[config.mk]
export PLATFORM = sky130hd
export DESIGN_NAME = mvmac_unit
export DESIGN_NICKNAME = d
export VERILOG_FILES = /design/src/rtl/mvmac_pkg.sv /design/src/rtl/mvmac_ctrl.sv /design/src/rtl/mvmac_mul.sv /design/src/rtl/mvmac_acc.sv /design/src/rtl/mvmac_unit.sv
export SDC_FILE = /design/constraint.sdc
export NUM_CORES = 2
export LEC_CHECK = 0
export BUFFER_PORTS_ARGS = -buffer_cell sky130_fd_sc_hd__buf_2
export CAP_MARGIN = 30
export CELL_PAD_IN_SITES_DETAIL_PLACEMENT = 1
export CELL_PAD_IN_SITES_GLOBAL_PLACEMENT = 1
export CORE_MARGIN = 2
export CORE_UTILIZATION = 40
export CTS_CLUSTER_DIAMETER = 80
export DETAILED_ROUTE_END_ITERATION = 7
export PLACE_DENSITY_LB_ADDON = 0.1
export REMOVE_ABC_BUFFERS = 1
export SYNTH_ARGS = -nofsm -noshare
export SYNTH_HDL_FRONTEND = slang
export SYNTH_SLANG_ARGS = --single-unit
[constraint.sdc]
create_clock -name clk -period 13.86 [get_ports clk]
set_input_delay 1.386 -clock clk [delete_from_list [all_inputs] [get_ports clk]]
set_output_delay 1.386 -clock clk [all_outputs]
set_load 0.1 [all_outputs]
[src/rtl/mvmac_pkg.sv]
package mvmac_pkg;
  localparam int EW    = 16;
  localparam int RW    = 32;
  localparam int AW    = 64;
  localparam int SH    = 12;
  localparam int ROWS  = 3;
  localparam int COLS  = 3;
  localparam int FW    = 32;
  localparam int SUM_NEG_BIT = 31;

  function automatic int pos_bit(input int r);
    return 30 - r;
  endfunction

  function automatic int neg_bit(input int r);
    return 27 - r;
  endfunction
endpackage

[src/rtl/mvmac_ctrl.sv]
module mvmac_ctrl #(
  parameter int ROWS = 3,
  parameter int COLS = 3,
  localparam int RBW = (ROWS > 1) ? $clog2(ROWS) : 1,
  localparam int CBW = (COLS > 1) ? $clog2(COLS) : 1
) (
  input  logic           clk,
  input  logic           rst_n,
  input  logic           start,
  output logic           busy,
  output logic [RBW-1:0] row,
  output logic [CBW-1:0] col,
  output logic           col_first,
  output logic           col_last,
  output logic           op_last,
  output logic           done
);
  assign col_first = (col == '0);
  assign col_last  = (col == CBW'(COLS-1));
  assign op_last   = col_last && (row == RBW'(ROWS-1));

  always_ff @(posedge clk or negedge rst_n) begin
    if (!rst_n) begin
      busy <= 1'b0;
      row  <= '0;
      col  <= '0;
      done <= 1'b0;
    end else begin
      done <= busy && op_last;
      if (start) begin
        busy <= 1'b1;
        row  <= '0;
        col  <= '0;
      end else if (busy) begin
        if (col_last) begin
          col <= '0;
          if (op_last) begin
            busy <= 1'b0;
            row  <= '0;
          end else begin
            row <= row + 1'b1;
          end
        end else begin
          col <= col + 1'b1;
        end
      end
    end
  end

  AST_DONE_ONE: assert property (@(posedge clk) disable iff (!rst_n) done |=> !done);
  AST_DONE_AFTER_RUN: assert property (@(posedge clk) disable iff (!rst_n) done |-> !busy);
endmodule

[src/rtl/mvmac_mul.sv]
module mvmac_mul #(
  parameter int EW = 16
) (
  input  logic signed [EW-1:0]   a,
  input  logic signed [EW-1:0]   b,
  output logic signed [2*EW-1:0] p
);
  assign p = a * b;
endmodule

[src/rtl/mvmac_acc.sv]
module mvmac_acc #(
  parameter int EW = 16,
  parameter int RW = 32,
  parameter int AW = 64,
  parameter int SH = 12,
  localparam int PW = 2*EW
) (
  input  logic                 clk,
  input  logic                 rst_n,
  input  logic                 en,
  input  logic                 first,
  input  logic                 shift,
  input  logic signed [RW-1:0] tr,
  input  logic signed [PW-1:0] prod,
  output logic        [RW-1:0] res,
  output logic                 ovf_pos,
  output logic                 ovf_neg
);
  localparam logic signed [AW-1:0] MAXV = AW'((64'sd1 <<< (RW-1)) - 64'sd1);
  localparam logic signed [AW-1:0] MINV = -(AW'(64'sd1 <<< (RW-1)));

  logic signed [AW-1:0] acc_q, base, sum, fin;

  always_comb begin
    if (first) base = {{(AW-RW){tr[RW-1]}}, tr} <<< SH;
    else       base = acc_q;
    sum = base + {{(AW-PW){prod[PW-1]}}, prod};
    fin = shift ? (sum >>> SH) : sum;
  end

  assign res     = fin[RW-1:0];
  assign ovf_pos = fin > MAXV;
  assign ovf_neg = fin < MINV;

  always_ff @(posedge clk or negedge rst_n) begin
    if (!rst_n)  acc_q <= '0;
    else if (en) acc_q <= sum;
  end

  AST_OVF_EXCL: assert property (@(posedge clk) disable iff (!rst_n) !(ovf_pos && ovf_neg));
endmodule

[src/rtl/mvmac_unit.sv]
module mvmac_unit
  import mvmac_pkg::*;
#(
  parameter int EW_P = EW,
  parameter int RW_P = RW,
  parameter int AW_P = AW,
  parameter int SH_P = SH,
  localparam int NM = ROWS*COLS
) (
  input  logic                   clk,
  input  logic                   rst_n,
  input  logic                   in_valid,
  output logic                   in_ready,
  input  logic [NM*EW_P-1:0]     mat_i,
  input  logic [COLS*EW_P-1:0]   vec_i,
  input  logic [ROWS*RW_P-1:0]   tr_i,
  input  logic                   shift_i,
  input  logic                   flag_en_i,
  output logic [ROWS*RW_P-1:0]   res_o,
  output logic [FW-1:0]          flag_o,
  output logic                   done_o
);
  localparam int RBW = (ROWS > 1) ? $clog2(ROWS) : 1;
  localparam int CBW = (COLS > 1) ? $clog2(COLS) : 1;

  logic                 busy, col_first, col_last, op_last, start;
  logic [RBW-1:0]       row;
  logic [CBW-1:0]       col;
  logic [NM*EW_P-1:0]   mat_q;
  logic [COLS*EW_P-1:0] vec_q;
  logic [ROWS*RW_P-1:0] tr_q;
  logic                 sh_q, fe_q;
  logic signed [EW_P-1:0]   m_sel, v_sel;
  logic signed [RW_P-1:0]   t_sel;
  logic signed [2*EW_P-1:0] prod;
  logic [RW_P-1:0]      row_res;
  logic                 ovf_pos, ovf_neg;
  logic [RW_P-1:0]      wres [ROWS];
  logic [FW-1:0]        wflag, row_bits;

  assign in_ready = !busy;
  assign start    = in_valid && in_ready;

  mvmac_ctrl #(.ROWS(ROWS), .COLS(COLS)) u_ctrl (
    .clk(clk), .rst_n(rst_n), .start(start), .busy(busy), .row(row), .col(col),
    .col_first(col_first), .col_last(col_last), .op_last(op_last), .done(done_o)
  );

  always_comb begin
    m_sel = mat_q[EW_P*(int'(row)*COLS + int'(col)) +: EW_P];
    v_sel = vec_q[EW_P*int'(col) +: EW_P];
    t_sel = tr_q[RW_P*int'(row) +: RW_P];
  end

  mvmac_mul #(.EW(EW_P)) u_mul (.a(m_sel), .b(v_sel), .p(prod));

  mvmac_acc #(.EW(EW_P), .RW(RW_P), .AW(AW_P), .SH(SH_P)) u_acc (
    .clk(clk), .rst_n(rst_n), .en(busy), .first(col_first), .shift(sh_q),
    .tr(t_sel), .prod(prod), .res(row_res), .ovf_pos(ovf_pos), .ovf_neg(ovf_neg)
  );

  always_comb begin
    row_bits = '0;
    for (int r = 0; r < ROWS; r++) begin
      if (int'(row) == r) begin
        if (ovf_pos) row_bits[pos_bit(r)] = 1'b1;
        if (ovf_neg) begin
          row_bits[neg_bit(r)]   = 1'b1;
          row_bits[SUM_NEG_BIT]  = 1'b1;
        end
      end
    end
  end

  always_ff @(posedge clk or negedge rst_n) begin
    if (!rst_n) begin
      mat_q <= '0;
      vec_q <= '0;
      tr_q  <= '0;
      sh_q  <= 1'b0;
      fe_q  <= 1'b0;
      wflag <= '0;
    end else if (start) begin
      mat_q <= mat_i;
      vec_q <= vec_i;
      tr_q  <= tr_i;
      sh_q  <= shift_i;
      fe_q  <= flag_en_i;
      wflag <= '0;
    end else if (busy && col_last) begin
      wflag <= wflag | row_bits;
    end
  end

  always_ff @(posedge clk or negedge rst_n) begin
    if (!rst_n) flag_o <= '0;
    else if (busy && op_last)
      flag_o <= fe_q ? ((wflag | row_bits) & ~FW'(1)) : '0;
  end

  for (genvar r = 0; r < ROWS; r++) begin : g_row
    always_ff @(posedge clk or negedge rst_n) begin
      if (!rst_n) begin
        wres[r] <= '0;
        res_o[RW_P*r +: RW_P] <= '0;
      end else if (busy && col_last) begin
        if (int'(row) == r) wres[r] <= row_res;
        if (op_last)
          res_o[RW_P*r +: RW_P] <= (int'(row) == r) ? row_res : wres[r];
      end
    end
  end

  AST_HOLD_RES: assert property (@(posedge clk) disable iff (!rst_n) !$stable(res_o) |-> done_o);
  AST_HOLD_FLAG: assert property (@(posedge clk) disable iff (!rst_n) !$stable(flag_o) |-> done_o);
  AST_FLAG_OFF: assert property (@(posedge clk) disable iff (!rst_n) (done_o && !fe_q) |-> (flag_o == '0));
  AST_BIT0_CLEAR: assert property (@(posedge clk) disable iff (!rst_n) done_o |-> !flag_o[0]);
  AST_NEG_SUMMARY: assert property (@(posedge clk) disable iff (!rst_n) (done_o && |flag_o[27:25]) |-> flag_o[31]);
  AST_NO_REACCEPT: assert property (@(posedge clk) disable iff (!rst_n) (busy && !op_last) |=> busy);
endmodule

After elaboration in Yosys (flattened, before gate mapping). Index checks and enable logic that the tools add are counted.

Flip-flop bits (word level): 616. Input bits: 293. Output and inout bits: 130. Word-level logic and storage cells: 77.

Add/sub/neg operators: 4. Multipliers: 2. Magnitude comparators: 2. Equal/unequal tests: 4. Shifts and indexed selects: 3. Mux-type cells: 31. Bitwise logic cells: 1. Reduce and logical (&&, ||, !) cells: 12.

Operator list (count): 32-bit 2-to-1 mux (6); 144-bit by 10-bit indexed part select with 16-bit output (1); 96-bit by 8-bit indexed part select with 32-bit output (1); 64-bit adder (1); 64-bit by 32-bit greater-than comparator with 1-bit output (second input constant) (1); 64-bit by 32-bit less-than comparator with 1-bit output (second input constant) (1); 64-bit 2-to-1 mux (1); 63-bit 2-to-1 mux (1); 48-bit by 7-bit indexed part select with 16-bit output (1); 16-bit by 16-bit multiplier with 32-bit output (1); 32-bit bitwise OR (1); 2-bit 2-to-1 mux (8); 1-bit 2-to-1 mux (15); 2-bit == test (second input constant) (4); 2-bit nonzero test (3); 4-bit by 2-bit adder with 5-bit output (1); 2-bit by 1-bit adder with 2-bit output (second input constant) (2); 1-bit logical AND (4); 2-bit logical NOT (2); 2-bit by 2-bit multiplier with 4-bit output (second input constant) (1); 2-bit AND reduction (2); 1-bit logical NOT (1).

Depth between registers and ports, before layout.
Depth after elaboration: 16. Gate-level depth with buffers: 52. Depth with buffers taken out: 48.

By module. A second synthesis with hierarchy kept.

Cells, all modules: 3834. Area total of the unflattened synthesis: 41292.1 um2.

By module, submodules not included: mvmac_unit (times used 1, cells each 1640, area each 22750.6 um2, sequential area each 12411.9 um2); mvmac_mul (times used 1, cells each 1141, area each 10073.4 um2, sequential area each 0.0 um2); mvmac_acc (times used 1, cells each 1028, area each 8167.8 um2, sequential area each 1601.5 um2); mvmac_ctrl (times used 1, cells each 25, area each 300.3 um2, sequential area each 150.1 um2).

Worst setup path before layout. OpenSTA, ideal clock, no wires.

Path kind: reg-to-reg. From: reg u_ctrl.row[0]. To: reg flag_o[26]. Setup time: 125 ps. Arrival: 12605 ps. Data required time: 13735 ps. Setup slack: 1130 ps. Stages on the path, launching flop included: 50. Buffers on the path: 8. Period minus slack after synthesis: 12730 ps. Path through: dfrtp_1 -> fa_1 -> ha_1 -> fa_1 -> buf_1 -> nor4b_1 -> nand2_1 -> o21ai_0 -> clkbuf_1 -> nand2_1 -> inv_1 -> fa_1 -> fa_1 -> fa_1 -> inv_1 -> fa_1 -> inv_1 -> fa_1 -> [14 not listed] -> ha_1 -> clkbuf_1 -> a21oi_1 -> nand2_1 -> nand2_1 -> o31a_1 -> nor4b_1 -> or3_1 -> clkbuf_1 -> a31oi_1 -> a21bo_1 -> buf_2 -> xnor2_1 -> nor2_1 -> nand4_1 -> o41ai_1 -> a41o_2 -> o21ai_1.

Longest elaborated chain between the ends: 11. Elaborated cells between the ends (all ways): 17. Those cells by class: add/sub (2); mul (2); order compare (1); eq/ne (2); shift (2); mux (5); bitwise (1); reduce/logical (2).

RTL lines: start: declaration (line mvmac_ctrl.sv:11) `output logic [RBW-1:0] row,`; start signal: assignment (line mvmac_ctrl.sv:41) `row <= row + 1'b1;`; 2-bit by 2-bit multiplier with 4-bit output (line mvmac_unit.sv:50) `m_sel = mat_q[EW_P*(int'(row)*COLS + int'(col)) +: EW_P];`; 4-bit by 2-bit adder with 5-bit output (line mvmac_unit.sv:50); 144-bit by 10-bit indexed part select with 16-bit output (line mvmac_unit.sv:50); 16-bit by 16-bit multiplier with 32-bit output (line mvmac_mul.sv:8) `assign p = a * b;`; 64-bit adder (line mvmac_acc.sv:27) `sum = base + {{(AW-PW){prod[PW-1]}}, prod};`; 63-bit 2-to-1 mux (line mvmac_acc.sv:28) `fin = shift ? (sum >>> SH) : sum;`; 64-bit by 32-bit less-than comparator with 1-bit output (line mvmac_acc.sv:33) `assign ovf_neg = fin < MINV;`; 1-bit 2-to-1 mux (line mvmac_unit.sv:67) `if (ovf_neg) begin`; 1-bit 2-to-1 mux (line mvmac_unit.sv:65) `if (int'(row) == r) begin`; 32-bit bitwise OR (line mvmac_unit.sv:98) `flag_o <= fe_q ? ((wflag | row_bits) & ~FW'(1)) : '0;`; 32-bit 2-to-1 mux (line mvmac_unit.sv:98); end signal: assignment (line mvmac_unit.sv:98); end: declaration (line mvmac_unit.sv:20) `output logic [FW-1:0] flag_o,`.

Several ways; a longest one is shown, not always the timed one. A chain may end at the register's enable or synchronous reset.

Worst setup path in the final report.
From: reg u_ctrl.row[1]. To: reg wflag[27].

Longest elaborated chain between the ends: 12. Elaborated cells between the ends (all ways): 15. Those cells by class: add/sub (2); mul (2); order compare (1); shift (2); mux (6); bitwise (1); reduce/logical (1).

RTL lines: 2-bit by 2-bit multiplier with 4-bit output (line mvmac_unit.sv:50); 4-bit by 2-bit adder with 5-bit output (line mvmac_unit.sv:50); 144-bit by 10-bit indexed part select with 16-bit output (line mvmac_unit.sv:50); 16-bit by 16-bit multiplier with 32-bit output (line mvmac_mul.sv:8); 64-bit adder (line mvmac_acc.sv:27); 63-bit 2-to-1 mux (line mvmac_acc.sv:28); 64-bit by 32-bit less-than comparator with 1-bit output (line mvmac_acc.sv:33); 1-bit 2-to-1 mux (line mvmac_unit.sv:67); 1-bit 2-to-1 mux * (line mvmac_unit.sv:65); 32-bit bitwise OR * (line mvmac_unit.sv:91) `wflag <= wflag | row_bits;`; 32-bit 2-to-1 mux * (line mvmac_unit.sv:90) `end else if (busy && col_last) begin`; 32-bit 2-to-1 mux * (line mvmac_unit.sv:83) `end else if (start) begin`; end signal: assignment (line mvmac_unit.sv:91); end: declaration (line mvmac_unit.sv:39) `logic [FW-1:0] wflag, row_bits;`.

Every way passes the cells marked *; elsewhere a longest branch is shown, timed or not. The select of a mux whose other input is x is not followed.

==> out/qor.csv <==
stage;metric;value;unit
sta;Setup TNS;0;ns
worst_setup_path;Worst Path Buf+Inv;4;
routing;Routed Antenna Nets;0;
sta;Final Hold Viols;0;
worst_setup_path;Worst Setup Start Kind;flip-flop;
worst_setup_path;CP dominant cell by count;fa_1;
worst_setup_path;slowest stage delay, CP;0.76;ns
clock_tree;CTS clk-pin slew, worst paths;0.06;ns
sta;Final Critical Period;13.10;ns
outcome;outcome;finished, final reports clean;
clock_tree;clock root cell;clkbuf_16;
worst_setup_path;crit path max fanout;10;
floorplanning;Die ar.;98080;sq um
min_path;Hold Path Sink;mat_q[36];
placement;Port Buf Inserts;397;
worst_setup_path;Crit Path Category;reg2reg;
worst_setup_path;Worst path slowest cell;fa_2;
final_layout;antenna cells;0;
yosys;sequential area share after synthesis;34.95;%
sta;worst slew pin tran;1.086;ns
global_routing;first-pass GRT wire length;196700;microns
worst_setup_path;Arr. time, crit path;13.60;ns
routing;Vias;31891;
global_routing;Total GRT Usage;25.66;%
global_routing;pin count of the biggest net entering global routing;148;
sta;Final Cycle Share;94.50;%
worst_setup_path;R2R setup slack;0.76;ns
placement;detailed placer's ending HPWL;94510;microns
worst_setup_path;CP required;14.36;ns
yosys;Synth Warn #;0;
worst_setup_path;reg2reg start;u_ctrl.row[1];
global_routing;vias in the first global route;34034;
clock_tree;CTS tree;yes;
clock_tree;hold_buf cts;0;
min_path;min-delay src;mat_q[36];
worst_setup_path;critical path capture point type;flip-flop;
final_layout;layout cells sized above 1;15.19;%
sta;Fmax;76.35;MHz
yosys;synthesized area;38240;sq um
routing;final wirelength;125300;microns
min_path;hold path depth;2;
routing;Iter 0 DRT Violations;1940;
flow_run;Max Cap Viol;0;
worst_setup_path;crit-path leading delay family;adder cells;
sta;Setup-failing EPs final;0;
sta;Slew HR;27.58;%
placement;RD Place Congestion;0.9135;
sta;Max Clock Skew;0.03085;ns
global_routing;antenna violations before repair;6;
floorplanning;io pins;423;
global_routing;GR Overflow Total;0;
floorplanning;Die Ht;313.2;microns
clock_tree;CTS H-tree lvls;3;
yosys;Cells after Synth;4463;
yosys;Post-synth EDFFs;0;
final_layout;commonest non-fill, non-tap cell in the layout;nand2_1;
clock_tree;Clock Sinks;534;
final_layout;Area Overhead vs Synth;14.71;%
sta;unrepaired setup endpoints after global routing;no;
worst_setup_path;RR Endpoint;wflag[27];
routing;number of remaining DRC errors;0;
clock_tree;post-CTS setup buffer count;0;
final_layout;commonest cells after routing, fill and taps aside;nand2_1, dfrtp_1, buf_2;
yosys;synthesized area per cell;8.568;sq um
routing;via-per-instance ratio;5.248;
yosys;Synth Register Bits;534;
clock_tree;clock latency on the worst-skew pair;0.65;ns
yosys;Synth cell types;91;
clock_tree;TritonCTS buffer count;67;
floorplanning;Starting Density;40.31;%
floorplanning;Die X-Extent;313.2;microns
yosys;async set or reset register ratio after synthesis;100.0;%
final_layout;Final Net Count;5458;
yosys;dominant synthesized flop cell;dfrtp_1;
floorplanning;FP Rows;113;
worst_setup_path;worst r2r path cells;44;
min_path;HP Class;reg2reg;
routing;Initial DRT Pass Iterations;5;
sta;pins over their slew limit;0;
clock_tree;Clock Tree Buf Depth;3;
routing;DR WL/cell;20.61;microns
floorplanning;core footprint;94870;sq um
layout make-up:
cell class,count,area [sq um]
fill,11200,51010
clock inverter,31,491.7
sequential,534,13370
tap,1265,1583
inverter,376,1411
timing repair buffer,469,2550
clock buffer,90,1893
multi-input combinational,3312,22570
state kept, by name, summed over array words and instances, names as in the netlist:
name and flops:
vec_q 48, sh_q 1, u_ctrl.done 1, res_o 96, fe_q 1, wres 64, tr_q 96, wflag 7
flag_o 7, u_acc.acc_q 64, u_ctrl.row 2, u_ctrl.col 2, mat_q 144, u_ctrl.busy 1
worst max-delay path by stage:
stage | start | end | cells after the start
3_3_place_gp | u_ctrl.row[1] | wflag[27] | 44
6_report | u_ctrl.row[1] | wflag[27] | 44
3_5_place_dp | u_ctrl.row[1] | wflag[27] | 44
2_1_floorplan | u_ctrl.row[1] | wflag[28] | 42
5_1_grt | u_ctrl.row[1] | flag_o[27] | 45
4_1_cts | u_ctrl.row[1] | flag_o[27] | 44
metal layers:
| metal | vias up | GRT usage, % | share of wire [%] |
|---|---|---|---|
| met1 | 16137 | 34.73 | 44 |
| met4 | 4 | 7.612 | 2.8 |
| met2 | 580 | 43.21 | 49 |
| met5 | - | 0 | 0.022 |
| li1 | 14996 | - | - |
| met3 | 174 | 3.083 | 3.8 |
per-stage QoR:
stage | setup slack, ns | instances | util (%) | hold slack (ns) | area, sq um
after CTS | 0.3233 | 6076 | 46.17 | 0.4728 | 43800
after global placement | 0.6539 | 5955 | 43.65 | 0.4518 | 41410
after detailed placement | 0.4129 | 5955 | 43.65 | 0.4580 | 41410
after global routing | 0.02944 | 6077 | 46.24 | 0.4765 | 43860
after floorplan | -1.071 | 4222 | - | 0.4385 | 37220
final | 0.7621 | 6077 | 46.24 | 0.4691 | 43860
what timing repair did:
action / 4_1_cts / 5_1_grt
endpoints found under the setup margin: 0 / 16
endpoints found under the hold margin: 0 / 0
resized for setup: 0 / 18
worst reg2reg max path: cells and delay by family (launching register included):
kind,cells,cell delay (ns)
buf+inv,4,0.50
fa+ha+maj,11,5.18
xor+xnor,2,0.47
compound gates,19,4.78
mux,2,0.40
flops,1,0.46
simple gates,6,1.14
Yosys cell counts (6+ instances only):
master | number | area share (%)
o21ai_1 | 33 | 0.43
nor3_1 | 28 | 0.37
fa_1 | 265 | 14
buf_4 | 25 | 0.49
nor4_1 | 14 | 0.23
clkbuf_1 | 200 | 2.0
a41oi_1 | 6 | 0.14
dfrtp_1 | 534 | 35
or2_2 | 10 | 0.16
nor2_1 | 333 | 3.3
nor2b_1 | 9 | 0.15
inv_1 | 371 | 3.6
or3_1 | 8 | 0.13
o2111ai_1 | 11 | 0.25
and2_1 | 24 | 0.39
nand3_1 | 23 | 0.30
o211ai_1 | 24 | 0.47
mux2i_1 | 106 | 2.8
ha_1 | 140 | 4.6
o21bai_1 | 14 | 0.27
buf_2 | 10 | 0.13
and3_1 | 13 | 0.21
a21o_1 | 51 | 1.0
nand2b_1 | 29 | 0.47
o21a_1 | 39 | 0.77
nand4_1 | 28 | 0.46
buf_1 | 29 | 0.28
o31ai_1 | 13 | 0.26
xnor2_1 | 71 | 1.6
mux2_2 | 50 | 1.5
xor2_1 | 30 | 0.69
o21ai_0 | 279 | 3.7
a211oi_1 | 13 | 0.26
mux4_2 | 32 | 1.9
a21oi_1 | 168 | 2.2
a31oi_1 | 22 | 0.36
nand2_1 | 1300 | 13
cell families (layout without fill, tap and decap cells):
family / Yosys count / after routing / synth area share, %
compound gates: 751 / 751 / 12.02
xor+xnor: 104 / 104 / 2.477
fa+ha+maj: 405 / 405 / 18.45
buf+inv: 641 / 966 / 6.590
flops: 534 / 534 / 34.95
mux: 189 / 189 / 6.161
other cells: 1 / 25 / 0.009807
simple gates: 1838 / 1838 / 19.34
Power is left out: the tool's default activity adds up to more than one toggle a clock period on the data nets, which glitch-free logic cannot reach.
